--- config.mk ---
export PLATFORM = sky130hd
export DESIGN_NAME = ohport_serial
export DESIGN_NICKNAME = d
export VERILOG_FILES = /design/src/rtl/ohport_pkg.sv /design/src/rtl/ohport_capture.sv /design/src/rtl/ohport_pacer.sv /design/src/rtl/ohport_serializer.sv /design/src/rtl/ohport_serial.sv
export SDC_FILE = /design/constraint.sdc
export NUM_CORES = 1
export LEC_CHECK = 0
export ABC_CLOCK_PERIOD_IN_PS = 3900
export BUFFER_PORTS_ARGS = -buffer_cell sky130_fd_sc_hd__buf_2
export CORE_MARGIN = 2
export CORE_UTILIZATION = 30
export CTS_BUF_LIST = sky130_fd_sc_hd__clkbuf_4 sky130_fd_sc_hd__clkbuf_8
export CTS_CLUSTER_DIAMETER = 150
export CTS_CLUSTER_SIZE = 25
export DETAILED_ROUTE_END_ITERATION = 10
export PLACE_DENSITY = 0.44
export SKIP_LAST_GASP = 1
export SYNTH_ARGS = -nofsm -noshare
export SYNTH_HDL_FRONTEND = slang
export SYNTH_SLANG_ARGS = --single-unit
--- constraint.sdc ---
create_clock -name clk -period 3.9 [get_ports clk]
set_clock_uncertainty 0.1 [all_clocks]
set_input_delay 0.195 -clock clk [delete_from_list [all_inputs] [get_ports clk]]
set_output_delay 0.195 -clock clk [all_outputs]
set_load 0.02 [all_outputs]
--- src/rtl/ohport_pkg.sv ---
package ohport_pkg;

   // Default geometry of one E3 frame and of the overhead playout
   localparam int unsigned DEF_FRAME_LEN  = 1536;
   localparam int unsigned DEF_OH_BITS    = 12;
   localparam int unsigned DEF_SLOT_LEN   = 128;
   localparam int unsigned DEF_STROBE_POS = 64;

   // Arming state of the output markers
   typedef enum logic {
      PACE_DARK = 1'b0,
      PACE_LIVE = 1'b1
   } pace_mode_e;

endpackage

--- src/rtl/ohport_capture.sv ---
module ohport_capture #(
   parameter int unsigned FRAME_LEN = ohport_pkg::DEF_FRAME_LEN,
   parameter int unsigned OH_BITS   = ohport_pkg::DEF_OH_BITS,
   localparam int unsigned POS_W    = $clog2(FRAME_LEN)
) (
   input  logic               clk,
   input  logic               rst,
   input  logic               rx_bit,
   input  logic               rx_valid,
   input  logic [POS_W-1:0]   frame_pos,
   output logic               boundary,
   output logic [OH_BITS-1:0] hold
);

   logic [OH_BITS-1:0] cap_q;
   logic [OH_BITS-1:0] hold_q;

   assign boundary = rx_valid && (frame_pos == '0);

   // One capture flop per overhead position, written only when that position is valid
   for (genvar i = 0; i < OH_BITS; i++) begin : g_cap
      always_ff @(posedge clk) begin
         if (rst) begin
            cap_q[i] <= 1'b0;
         end else if (rx_valid && (frame_pos == POS_W'(i))) begin
            cap_q[i] <= rx_bit;
         end
      end
   end

   // Completed frame moves to the playout copy at the next boundary
   always_ff @(posedge clk) begin
      if (rst) begin
         hold_q <= '0;
      end else if (boundary) begin
         hold_q <= cap_q;
      end
   end

   assign hold = hold_q;

endmodule

--- src/rtl/ohport_pacer.sv ---
module ohport_pacer #(
   parameter int unsigned OH_BITS  = ohport_pkg::DEF_OH_BITS,
   parameter int unsigned SLOT_LEN = ohport_pkg::DEF_SLOT_LEN,
   localparam int unsigned SLOT_W  = $clog2(OH_BITS),
   localparam int unsigned CYC_W   = $clog2(SLOT_LEN)
) (
   input  logic              clk,
   input  logic              rst,
   input  logic              boundary,
   input  logic              lof,
   output logic [SLOT_W-1:0] slot_idx,
   output logic [CYC_W-1:0]  cyc,
   output logic              live
);

   import ohport_pkg::*;

   localparam logic [SLOT_W-1:0] SLOT_LAST = SLOT_W'(OH_BITS - 1);
   localparam logic [CYC_W-1:0]  CYC_LAST  = CYC_W'(SLOT_LEN - 1);

   logic [SLOT_W-1:0] slot_q;
   logic [CYC_W-1:0]  cyc_q;
   pace_mode_e        mode_q;

   // Slot and cycle counters: restart on a boundary, otherwise free-run and wrap
   always_ff @(posedge clk) begin
      if (rst) begin
         slot_q <= '0;
         cyc_q  <= '0;
      end else if (boundary) begin
         slot_q <= '0;
         cyc_q  <= '0;
      end else if (cyc_q == CYC_LAST) begin
         cyc_q  <= '0;
         slot_q <= (slot_q == SLOT_LAST) ? '0 : slot_q + 1'b1;
      end else begin
         cyc_q  <= cyc_q + 1'b1;
      end
   end

   // Loss of frame wins over a boundary seen in the same cycle
   always_ff @(posedge clk) begin
      if (rst) begin
         mode_q <= PACE_DARK;
      end else if (lof) begin
         mode_q <= PACE_DARK;
      end else if (boundary) begin
         mode_q <= PACE_LIVE;
      end
   end

   assign slot_idx = slot_q;
   assign cyc      = cyc_q;
   assign live     = (mode_q == PACE_LIVE);

endmodule

--- src/rtl/ohport_serializer.sv ---
module ohport_serializer #(
   parameter int unsigned OH_BITS    = ohport_pkg::DEF_OH_BITS,
   parameter int unsigned SLOT_LEN   = ohport_pkg::DEF_SLOT_LEN,
   parameter int unsigned STROBE_POS = ohport_pkg::DEF_STROBE_POS,
   parameter bit          REG_OUT    = 1'b1,
   localparam int unsigned SLOT_W    = $clog2(OH_BITS),
   localparam int unsigned CYC_W     = $clog2(SLOT_LEN)
) (
   input  logic               clk,
   input  logic               rst,
   input  logic [OH_BITS-1:0] hold,
   input  logic [SLOT_W-1:0]  slot_idx,
   input  logic [CYC_W-1:0]   cyc,
   input  logic               live,
   input  logic               lof,
   output logic               oh_data,
   output logic               oh_strobe,
   output logic               oh_sof
);

   localparam logic [CYC_W-1:0] CYC_STB = CYC_W'(STROBE_POS);

   logic data_n;
   logic strobe_n;
   logic sof_n;
   logic armed;

   assign armed    = live && !lof;
   assign data_n   = hold[slot_idx];
   assign strobe_n = armed && (cyc == CYC_STB);
   assign sof_n    = armed && (slot_idx == '0);

   if (REG_OUT) begin : g_reg
      logic data_q;
      logic strobe_q;
      logic sof_q;

      always_ff @(posedge clk) begin
         if (rst) begin
            data_q   <= 1'b0;
            strobe_q <= 1'b0;
            sof_q    <= 1'b0;
         end else begin
            data_q   <= data_n;
            strobe_q <= strobe_n;
            sof_q    <= sof_n;
         end
      end

      assign oh_data   = data_q;
      assign oh_strobe = strobe_q;
      assign oh_sof    = sof_q;
   end else begin : g_comb
      assign oh_data   = data_n;
      assign oh_strobe = strobe_n;
      assign oh_sof    = sof_n;
   end

endmodule

--- src/rtl/ohport_serial.sv ---
module ohport_serial #(
   parameter int unsigned FRAME_LEN  = ohport_pkg::DEF_FRAME_LEN,
   parameter int unsigned OH_BITS    = ohport_pkg::DEF_OH_BITS,
   parameter int unsigned SLOT_LEN   = ohport_pkg::DEF_SLOT_LEN,
   parameter int unsigned STROBE_POS = ohport_pkg::DEF_STROBE_POS,
   parameter bit          REG_OUT    = 1'b1,
   localparam int unsigned POS_W     = $clog2(FRAME_LEN)
) (
   input  logic             clk,
   input  logic             rst,
   input  logic             rx_bit,
   input  logic             rx_valid,
   input  logic [POS_W-1:0] frame_pos,
   input  logic             lof,
   output logic             oh_data,
   output logic             oh_strobe,
   output logic             oh_sof
);

   localparam int unsigned SLOT_W = $clog2(OH_BITS);
   localparam int unsigned CYC_W  = $clog2(SLOT_LEN);

   // Elaboration-time parameter checks
   if (FRAME_LEN != OH_BITS * SLOT_LEN) begin : g_bad_geometry
      $error("ohport_serial: slots must tile the frame exactly");
   end
   if (OH_BITS < 2 || OH_BITS > FRAME_LEN) begin : g_bad_oh_bits
      $error("ohport_serial: overhead bit count out of range");
   end
   if (STROBE_POS >= SLOT_LEN) begin : g_bad_strobe
      $error("ohport_serial: strobe offset must lie inside a slot");
   end
   if ((1 << CYC_W) != SLOT_LEN) begin : g_bad_slot_len
      $error("ohport_serial: slot length must be a power of two");
   end

   logic               boundary;
   logic [OH_BITS-1:0] hold;
   logic [SLOT_W-1:0]  slot_idx;
   logic [CYC_W-1:0]   cyc;
   logic               live;

   ohport_capture #(
      .FRAME_LEN (FRAME_LEN),
      .OH_BITS   (OH_BITS)
   ) u_capture (
      .clk       (clk),
      .rst       (rst),
      .rx_bit    (rx_bit),
      .rx_valid  (rx_valid),
      .frame_pos (frame_pos),
      .boundary  (boundary),
      .hold      (hold)
   );

   ohport_pacer #(
      .OH_BITS  (OH_BITS),
      .SLOT_LEN (SLOT_LEN)
   ) u_pacer (
      .clk      (clk),
      .rst      (rst),
      .boundary (boundary),
      .lof      (lof),
      .slot_idx (slot_idx),
      .cyc      (cyc),
      .live     (live)
   );

   ohport_serializer #(
      .OH_BITS    (OH_BITS),
      .SLOT_LEN   (SLOT_LEN),
      .STROBE_POS (STROBE_POS),
      .REG_OUT    (REG_OUT)
   ) u_serializer (
      .clk       (clk),
      .rst       (rst),
      .hold      (hold),
      .slot_idx  (slot_idx),
      .cyc       (cyc),
      .live      (live),
      .lof       (lof),
      .oh_data   (oh_data),
      .oh_strobe (oh_strobe),
      .oh_sof    (oh_sof)
   );

endmodule

==> results of run 1 <==
-- power by group --
group	switching (mW)	total [mW]	internal, mW
registers	0.00309	0.404	0.400
clock network	0.157	0.282	0.125
logic	0.0341	0.0524	0.0184
-- worst max-delay path: stages, from the launching register on --
cell,delay (ns)
dfxtp_1,0.40
ha_1,0.27
nand3_1,0.21
nor2_1,0.40
nor3_1,0.11
-- registers in the layout, summed over array words and instances (netlist names) --
name and count:
u_pacer.cyc 7, u_serializer.oh_sof 1, u_pacer.slot_idx 4, u_serializer.oh_strobe 1
u_pacer.live 1, u_capture.hold 12, u_serializer.oh_data 1, u_capture.cap_q 12
-- what timing repair did --
| item | in CTS | in global routing |
|---|---|---|
| hold buffers | 1 | 0 |
| setup buffers | 0 | 0 |
| endpoints found under the setup margin | 0 | 0 |
| hold endpoints to repair | 1 | 0 |
-- Yosys cell counts, types with 2 or more instances --
| cell type | number | area, um^2 |
|---|---|---|
| nand2b_1 | 8 | 50.1 |
| a31o_2 | 3 | 26.3 |
| or4_1 | 3 | 22.5 |
| and3_1 | 3 | 18.8 |
| nor3b_1 | 3 | 22.5 |
| nor4b_1 | 3 | 26.3 |
| nor4bb_1 | 3 | 30.0 |
| clkbuf_1 | 16 | 60.1 |
| inv_1 | 8 | 30.0 |
| nand3_1 | 6 | 30.0 |
| nor4_1 | 3 | 18.8 |
| o41ai_1 | 4 | 35.0 |
| or4b_1 | 4 | 40.0 |
| mux2i_1 | 6 | 60.1 |
| nor2_1 | 5 | 18.8 |
| dfxtp_1 | 39 | 781 |
| ha_1 | 4 | 50.1 |
| nand4_1 | 19 | 119 |
| xor2_1 | 2 | 17.5 |
| mux4_2 | 2 | 45.0 |
| o21ai_0 | 4 | 20.0 |
| nor2b_1 | 4 | 25.0 |
| buf_2 | 6 | 30.0 |
| or3_1 | 2 | 12.5 |
| nand2_1 | 5 | 18.8 |
| o31ai_1 | 16 | 120 |
| a31oi_1 | 2 | 12.5 |
| a21oi_1 | 24 | 120 |
| nor3_1 | 5 | 25.0 |
-- layout by cell type, fill, tap and decap left out, types with 3 or more instances in the layout --
master    instances
dfxtp_1          39
clkbuf_8          5
a21oi_1          24
nand2b_1          8
nand2_1           5
inv_1             8
mux2i_1           6
o21ai_0           4
ha_1              4
nand4_1          19
nor3_1            5
nor4bb_1          3
buf_4             3
or4b_1            4
buf_2            18
o31ai_1          16
nand3_1           6
nor3b_1           3
and3_1            3
or4_1             3
o41ai_1           4
nor2_1            5
a31o_2            3
nor2b_1           4
-- layout make-up --
type                    instances  area, um^2  share of cell area, %
clock buffers                   5        68.8                   3.09
flip-flops and latches         39         781                   35.1
clock inverters                 3        20.0                  0.899
repair buffers                 22         123                   5.51
inverters                       8        30.0                   1.35
well taps                      77        96.3                   4.33
multi-input cells             153        1110                   49.7
-- cell families (layout without fill, tap and decap cells) --
group / Yosys count / count (layout)
simple gates: 81 / 81
fa+ha+maj: 4 / 4
xor+xnor: 3 / 3
flops: 39 / 39
buf+inv: 30 / 38
mux: 8 / 8
compound gates: 57 / 57
-- metrics by stage --
stage          utilization (%)  power [mW]  cell area [um^2]  hold WS, ns
6_report                  34.9       0.738              2230        0.145
3_5_place_dp              33.3       0.465              2130        0.283
5_1_grt                   34.9       0.773              2230        0.149
3_3_place_gp              33.3       0.465              2130        0.279
4_1_cts                   34.9       0.749              2230        0.143
2_1_floorplan                -       0.446              1990        0.172
-- routing by layer --
metal  GRT usage [%]  share of wire, %  vias up  routed length [um]
li1                -                 -      871                   -
met2            21.3                45       27                2140
met5               0                 0        -                   0
met4            6.49               1.7        0                  82
met3            2.63               2.5        7                 117
met1            19.1                51      819                2410
-- worst min-delay path by stage --
stage	end	cells past startpoint	slack [ns]
2_1_floorplan	u_pacer.live	1	0.17
4_1_cts	u_capture.cap_q[9]	3	0.14
3_5_place_dp	u_pacer.live	2	0.28
3_3_place_gp	u_pacer.live	2	0.28
5_1_grt	u_capture.cap_q[10]	3	0.15
6_report	u_capture.cap_q[11]	3	0.14
==> impl_metrics.py, run 1 <==
metrics = {
    "clock_tree": {
        "post_cts_resized": 0,
        "cts_max_level": 2,
        "cts_buffer_depth": 2,
        "clock_latency_ns": 0.30,
        "cts_num_sinks": 39,
        "root_buffer": "clkbuf_8",
        "clk_transition_reported_paths_ns": 0.09,
        "numCtsBuffers": 5,
        "cts_tree": "yes",
    },
    "logic_synthesis": {
        "synthAdderAreaFrac_pct": 2.52,
        "syn_avg_cell_area_um2": 8.96,
        "async_flop_share_pct": 0,
        "synthFlopType": "dfxtp_1",
        "synthSimpleGateAreaFrac_pct": 27.0,
        "synth-xor-area-share_pct": 1.32,
        "synth.net_count": 242,
        "synth_seq_area_share_pct": 39.2,
        "netlist_area_um2": 1990,
        "synth-compound-area-share_pct": 18.6,
        "synth_seq_cells": 39,
        "synth_mux_area_share_pct": 5.28,
        "synth_cell_types": 39,
        "synth_edf_count": 0,
        "syn-instance-count": 222,
        "ys_warn_count": 0,
        "synth_top_family_by_area": "simple AND/OR/NAND/NOR gates",
    },
    "timing": {
        "fmax_ghz": 0.620,
        "setup_violations": 0,
        "period_needed_ns": 1.61,
        "rsz0062_at_grt": "no",
        "timing_hold_violations_final": 0,
        "slew_violations": 0,
        "tightest_slew_ns": 0.545,
        "max-slew-margin-rel_pct": 63.7,
        "period_share_pct": 41.4,
        "fin_tns_setup_ns": 0,
        "worst_slack_ns": 2.29,
    },
    "worst_setup_path": {
        "reg2reg_setup_slack_ns": 2.29,
        "r2r-end": "u_pacer.cyc[4]",
        "cp-end-kind": "flop",
        "startpoint_type": "flop",
        "arrival_ns": 1.69,
        "worstReg2RegStart": "u_pacer.cyc[0]",
        "path_class": "reg2reg",
        "crit_end": "u_pacer.cyc[4]",
        "worstPathRequired_ns": 3.98,
        "worstPathMaxFanout": 6,
        "reg2reg_depth": 4,
        "crit_start": "u_pacer.cyc[0]",
    },
    "floorplanning": {
        "ioPinCount": 19,
        "start_util_pct": 31.2,
        "die_area_um2": 7300,
        "rows": 29,
        "die_y_um": 85.4,
        "core_area_um2": 6390,
        "dieWidth_um": 85.4,
    },
    "route": {
        "drt-wirelength-per-cell_um": 15.5,
        "first_pass_iters": 4,
        "postRouteAntennaNets": 0,
        "route.vias.total": 1724,
        "wl_um": 4750,
        "viasPerCell": 5.62,
        "drtIter0Drc": 35,
        "drc": 0,
    },
    "pwr": {
        "vdd_drop_max_uv": 105,
        "p_leak_nw": 0.715,
        "pwr_density_cell_nw_per_um2": 331,
    },
    "final_layout": {
        "stdcell_count": 307,
        "diodes": 0,
        "drive_gt1_share_pct": 17.4,
        "n_fill_cell": 669,
        "nNetsFinal": 249,
        "syn2layout_area_growth_pct": 11.9,
    },
    "global_route": {
        "grt.total_usage_pct": 14.0,
        "grt.overflow.total": 0,
        "grt_pass1_wl_um": 8110,
        "grt_max_degree": 31,
        "antenna_found_initial": 0,
        "first_global_vias": 1632,
    },
    "status": {
        "status": "complete, no violations",
    },
    "placed_design": {
        "dp_slack_ns": 1.97,
        "dp_hpwl_um": 3060,
        "dp_cells": 298,
        "gp_congestion": 0.685,
        "portBuffers": 18,
    },
    "run": {
        "drv_cap": 0,
    },
    "min_path": {
        "hold_class": "in2reg",
        "worstHoldStart": "rx_bit",
    },
}
(Power assumes the default switching activity.)
==> inputs of run 2 (changes only) <==
--- a/config.mk
+++ b/config.mk
@@ -5,7 +5,7 @@
 export SDC_FILE = /design/constraint.sdc
 export NUM_CORES = 1
 export LEC_CHECK = 0
-export ABC_CLOCK_PERIOD_IN_PS = 3900
+export ABC_CLOCK_PERIOD_IN_PS = 1500
 export BUFFER_PORTS_ARGS = -buffer_cell sky130_fd_sc_hd__buf_2
 export CORE_MARGIN = 2
 export CORE_UTILIZATION = 30
==> constraint.sdc (replaced) <==
create_clock -name clk -period 1.5 [get_ports clk]
set_clock_uncertainty 0.1 [all_clocks]
set_input_delay 0.075 -clock clk [delete_from_list [all_inputs] [get_ports clk]]
set_output_delay 0.075 -clock clk [all_outputs]
set_load 0.02 [all_outputs]
==> impl_metrics.py, run 2 (synthesis results as in run 1) <==
metrics = {
    "floorplanning": {
        "core_area_um2": 6390,
        "start_util_pct": 31.2,
        "dieWidth_um": 85.4,
        "ioPinCount": 19,
        "die_area_um2": 7300,
        "rows": 29,
        "die_y_um": 85.4,
    },
    "route": {
        "drc": 0,
        "viasPerCell": 5.26,
        "route.vias.total": 1837,
        "drtIter0Drc": 42,
        "postRouteAntennaNets": 0,
        "wl_um": 4920,
        "drt-wirelength-per-cell_um": 14.1,
        "first_pass_iters": 4,
    },
    "timing": {
        "rsz0062_at_grt": "no",
        "slew_violations": 0,
        "max-slew-margin-rel_pct": 66.1,
        "fmax_ghz": 0.693,
        "period_share_pct": 96.1,
        "tightest_slew_ns": 0.502,
        "timing_hold_violations_final": 0,
        "setup_violations": 0,
        "period_needed_ns": 1.44,
        "worst_slack_ns": 0.0579,
        "fin_hold_ws_ns": 0.0506,
        "fin_tns_setup_ns": 0,
    },
    "placed_design": {
        "gp_congestion": 0.758,
        "dp_hpwl_um": 3750,
        "portBuffers": 18,
        "dp_slack_ns": -0.170,
    },
    "final_layout": {
        "multi_input_area_um2": 1110,
        "utilization_pct": 40.4,
        "mostFrequentLayoutCell": "buf_4",
        "n_fill_cell": 673,
        "final_cell_mix": "buf_4 (44), dfxtp_1 (38), a21oi_1 (23), nand4_1 (19), buf_2 (18)",
        "diodes": 0,
        "nNetsFinal": 292,
        "register_area_um2": 785,
        "syn2layout_area_growth_pct": 29.8,
        "drive_gt1_share_pct": 31.3,
    },
    "worst_setup_path": {
        "cp_top_family": "compound AO/OA/AOI/OAI gates",
        "worstPathMaxFanout": 6,
        "crit_chain": "ha_1 > nor2b_1 > a2111o_1 > a21oi_2",
        "worstPathRequired_ns": 1.62,
        "path_buf_inv": 0,
        "critPathSlowestCell": "a2111o_1",
        "startpoint_type": "flop",
        "critical_path.max_stage_delay_ns": 0.43,
        "path_class": "reg2reg",
        "arrival_ns": 1.56,
        "cp-end-kind": "flop",
    },
    "clock_tree": {
        "cts_num_sinks": 39,
        "cts_max_level": 2,
        "post-cts-setup-buffers": 0,
        "clk_transition_reported_paths_ns": 0.07,
        "root_buffer": "clkbuf_8",
        "numCtsBuffers": 5,
        "cts_buffer_depth": 2,
        "cts_tree": "yes",
        "clock_latency_ns": 0.29,
    },
    "global_route": {
        "grt.overflow.total": 0,
        "first_global_vias": 1723,
        "antenna_found_initial": 0,
        "grt.total_usage_pct": 14.4,
        "grt_max_degree": 19,
        "grt_pass1_wl_um": 8340,
    },
    "pwr": {
        "vdd_drop_max_uv": 340,
        "totalPowerFinal_mw": 1.96,
        "p_leak_nw": 0.936,
        "pwr_density_cell_nw_per_um2": 760,
    },
    "min_path": {
        "hold_class": "in2reg",
    },
    "status": {
        "status": "complete, no violations",
    },
    "run": {
        "drv_cap": 0,
    },
}
## run 2: cell count changes in the layout (fill, tap and decap cells not counted), sizes merged
cell      delta
buf         +43
clkinvlp     -2
clkbuf       +1
## run 2: power breakdown
group | switching, mW | total (mW) | internal, mW
combinational | 0.106 | 0.207 | 0.102
clock | 0.351 | 0.712 | 0.361
sequential | 0.00337 | 1.04 | 1.04
## run 2: path summary, 6_finish.rpt
path	from	to	slack (ns)	depth (start not counted)
min	rx_bit	u_capture.cap_q[1]	0.05	4
max	u_pacer.slot_idx[0]	u_pacer.slot_idx[0]	0.06	4
min reg2reg	u_capture.hold[0]	u_capture.hold[0]	0.36	2
max reg2reg	u_pacer.slot_idx[0]	u_pacer.slot_idx[0]	0.06	4
## run 2: cell type report
class | instances | area share [%]
repair buffers | 65 | 18.2
well taps | 77 | 3.73
flip-flops and latches | 39 | 30.4
clock inverters | 1 | 0.194
clock buffers | 6 | 3.20
multi-input cells | 153 | 43.1
inverters | 8 | 1.16
## run 2: worst register-to-register path, cell delays in order (launching register included)
cell and delay [ns]:
dfxtp_4 0.37, ha_1 0.20, nor2b_1 0.16, a2111o_1 0.43, a21oi_2 0.11
## run 2: timing repair
action | 4_1_cts | 5_1_grt
hold buffers | 1 | 0
hold endpoints to repair | 1 | 0
endpoints found under the setup margin | 0 | 5
gates resized for setup | 0 | 4
## run 2: routing by layer
layer	part of all wire (%)	GRT usage, %	wire, um
met1	49	18.1	2410
met2	48	24.1	2340
met3	2.2	3.50	110
met4	1.3	4.91	63
met5	0	0	0
## run 2: through the flow
step	cell area [um^2]	std cells
floorplan	1990	222
global route	2580	349
finish	2580	349
CTS	2570	349
detailed placement	2470	341
global placement	2470	341
==> inputs of run 3 (changes only) <==
--- a/config.mk
+++ b/config.mk
@@ -5,12 +5,13 @@
 export SDC_FILE = /design/constraint.sdc
 export NUM_CORES = 1
 export LEC_CHECK = 0
+export ABC_AREA = 1
 export ABC_CLOCK_PERIOD_IN_PS = 1500
 export BUFFER_PORTS_ARGS = -buffer_cell sky130_fd_sc_hd__buf_2
 export CORE_MARGIN = 2
 export CORE_UTILIZATION = 30
 export CTS_BUF_LIST = sky130_fd_sc_hd__clkbuf_4 sky130_fd_sc_hd__clkbuf_8
-export CTS_CLUSTER_DIAMETER = 150
+export CTS_CLUSTER_DIAMETER = 50
 export CTS_CLUSTER_SIZE = 25
 export DETAILED_ROUTE_END_ITERATION = 10
 export PLACE_DENSITY = 0.44
==> impl_metrics.py, run 3 <==
metrics = {
    "logic_synthesis": {
        "yosysMostFrequentCell": "nand2_1",
        "synth_cell_types": 18,
        "synthFlopType": "dfxtp_1",
        "synth_edf_count": 0,
        "synth_top_cell_by_area": "dfxtp_1",
        "synth_seq_cells": 39,
        "synth_top_area_share_pct": 40.7,
        "async_flop_share_pct": 0,
        "synth.net_count": 314,
        "synth_commonest_cells": "nand2_1 (81), nor2_1 (65), inv_1 (43), dfxtp_1 (39), nand3_1 (26)",
        "netlist_area_um2": 1920,
        "yosys-top-cells-area": "dfxtp_1 (41%), nand2_1 (16%), nor2_1 (13%), inv_1 (8.4%), nand3_1 (6.8%)",
        "syn_avg_cell_area_um2": 6.52,
        "synth_seq_area_share_pct": 40.7,
        "ys_warn_count": 0,
        "syn-instance-count": 294,
    },
    "final_layout": {
        "drive_gt1_share_pct": 13.8,
        "nNetsFinal": 338,
        "final_cell_mix": "nand2_1 (81), nor2_1 (65), inv_1 (43), dfxtp_1 (37), nand3_1 (26)",
        "diodes": 0,
        "utilization_pct": 35.1,
        "fin_area_um2": 2210,
        "n_fill_cell": 711,
        "syn2layout_area_growth_pct": 15.0,
        "mostFrequentLayoutCell": "nand2_1",
    },
    "min_path": {
        "hold_class": "in2reg",
        "min_path_cells": 3,
    },
    "clock_tree": {
        "clock_latency_ns": 0.29,
        "root_buffer": "clkbuf_8",
        "cts_buffer_depth": 2,
        "cts_max_level": 2,
        "cts_tree": "yes",
        "numCtsBuffers": 5,
        "cts_num_sinks": 39,
        "clk_transition_reported_paths_ns": 0.08,
    },
    "worst_setup_path": {
        "reg2reg_setup_slack_ns": 0.12,
        "arrival_ns": 1.48,
        "crit_start": "u_pacer.cyc[0]",
        "reg2reg_depth": 6,
        "worstPathMaxFanout": 8,
        "startpoint_type": "flop",
        "r2r-end": "u_pacer.cyc[5]",
        "path_class": "reg2reg",
        "worstReg2RegStart": "u_pacer.cyc[0]",
        "worstPathRequired_ns": 1.59,
        "crit_end": "u_pacer.cyc[5]",
        "cp-end-kind": "flop",
    },
    "timing": {
        "period_needed_ns": 1.38,
        "timing_hold_violations_final": 0,
        "fin_hold_ws_ns": 0.0496,
        "slew_violations": 0,
        "rsz0062_at_grt": "no",
        "fmax_ghz": 0.723,
        "max-slew-margin-rel_pct": 71.4,
        "period_share_pct": 92.3,
        "fin_tns_setup_ns": 0,
        "worst_slack_ns": 0.116,
        "tightest_slew_ns": 0.426,
        "setup_violations": 0,
    },
    "route": {
        "wl_um": 3850,
        "postRouteAntennaNets": 0,
        "first_pass_iters": 4,
        "viasPerCell": 4.22,
        "drc": 0,
        "drt-wirelength-per-cell_um": 9.73,
        "route.vias.total": 1673,
        "drtIter0Drc": 76,
    },
    "placed_design": {
        "portBuffers": 18,
        "gp_congestion": 0.721,
        "dp_slack_ns": 0.0348,
        "dpl_cell_area_um2": 2090,
        "dp_hpwl_um": 2750,
    },
    "floorplanning": {
        "core_area_um2": 6280,
        "dieWidth_um": 84.0,
        "rows": 29,
        "die_y_um": 84.0,
        "ioPinCount": 19,
        "die_area_um2": 7050,
        "start_util_pct": 30.6,
    },
    "global_route": {
        "grt_pass1_wl_um": 7070,
        "grt.total_usage_pct": 12.5,
        "grt_max_degree": 31,
        "grt.overflow.total": 0,
        "antenna_found_initial": 0,
        "first_global_vias": 1597,
    },
    "pwr": {
        "p_leak_nw": 1.14,
        "vdd_drop_max_uv": 355,
        "pwr_density_cell_nw_per_um2": 852,
    },
    "run": {
        "drv_cap": 0,
    },
    "status": {
        "status": "complete, no violations",
    },
}
-- run 3: routing by layer --
metal	wire length [um]	global-route usage [%]
met5	0	0
met2	1710	20.2
met1	1960	15.4
met3	129	3.86
met4	53	4.84
-- run 3: power by group --
group	leakage (nW)	internal (mW)	switching, mW
Sequential	0.315	1.04	0.00695
Clock	0.0491	0.363	0.366
Combinational	0.778	0.0401	0.0606
Total	1.14	1.45	0.433
-- run 3: worst min path at each step --
stage | startpoint | end | slack, ns
after detailed placement | lof | u_pacer.live | 0.24
after global routing | rx_bit | u_capture.cap_q[1] | 0.05
after CTS | rx_bit | u_capture.cap_q[3] | 0.04
after global placement | lof | u_pacer.live | 0.23
after floorplan | lof | u_pacer.live | 0.13
final | rx_bit | u_capture.cap_q[3] | 0.05
-- run 3: logic make-up after synthesis --
family	synth area share, %
and+or+nand+nor	40.5
buffers and inverters	12.1
DFF	40.7
AOI/OAI and AO/OA	1.83
xor gates and xnor gates	2.28
adders and majority gates	2.61
-- run 3: area by class of cell --
| type | instances | area, um^2 | area share (%) |
|---|---|---|---|
| Clock buffer | 7 | 83.8 | 3.80 |
| Clock inverter | 1 | 5.00 | 0.227 |
| Inverter | 45 | 169 | 7.66 |
| Multi-Input combinational cell | 201 | 916 | 41.5 |
| Sequential cell | 39 | 783 | 35.5 |
| Tap cell | 77 | 96.3 | 4.37 |
| Timing Repair Buffer | 26 | 153 | 6.92 |
-- run 3: timing repair --
action	in CTS	in global routing
setup endpoints to repair	0	11
hold buffers	1	0
buffers inserted	0	0
gates resized for setup	0	4
hold endpoints to repair	1	0
-- run 3: stage by stage --
stage	instances	total power [mW]
after floorplan	294	1.13
after global placement	387	1.17
after detailed placement	387	1.17
after CTS	396	1.91
after global routing	396	1.97
final	396	1.88
-- run 3: worst max-delay path, cell delays in order (launching register included) --
cell,delay [ns]
dfxtp_2,0.35
ha_2,0.21
nand3_2,0.12
nor2_4,0.20
inv_1,0.12
nand3_4,0.13
nor2_1,0.05
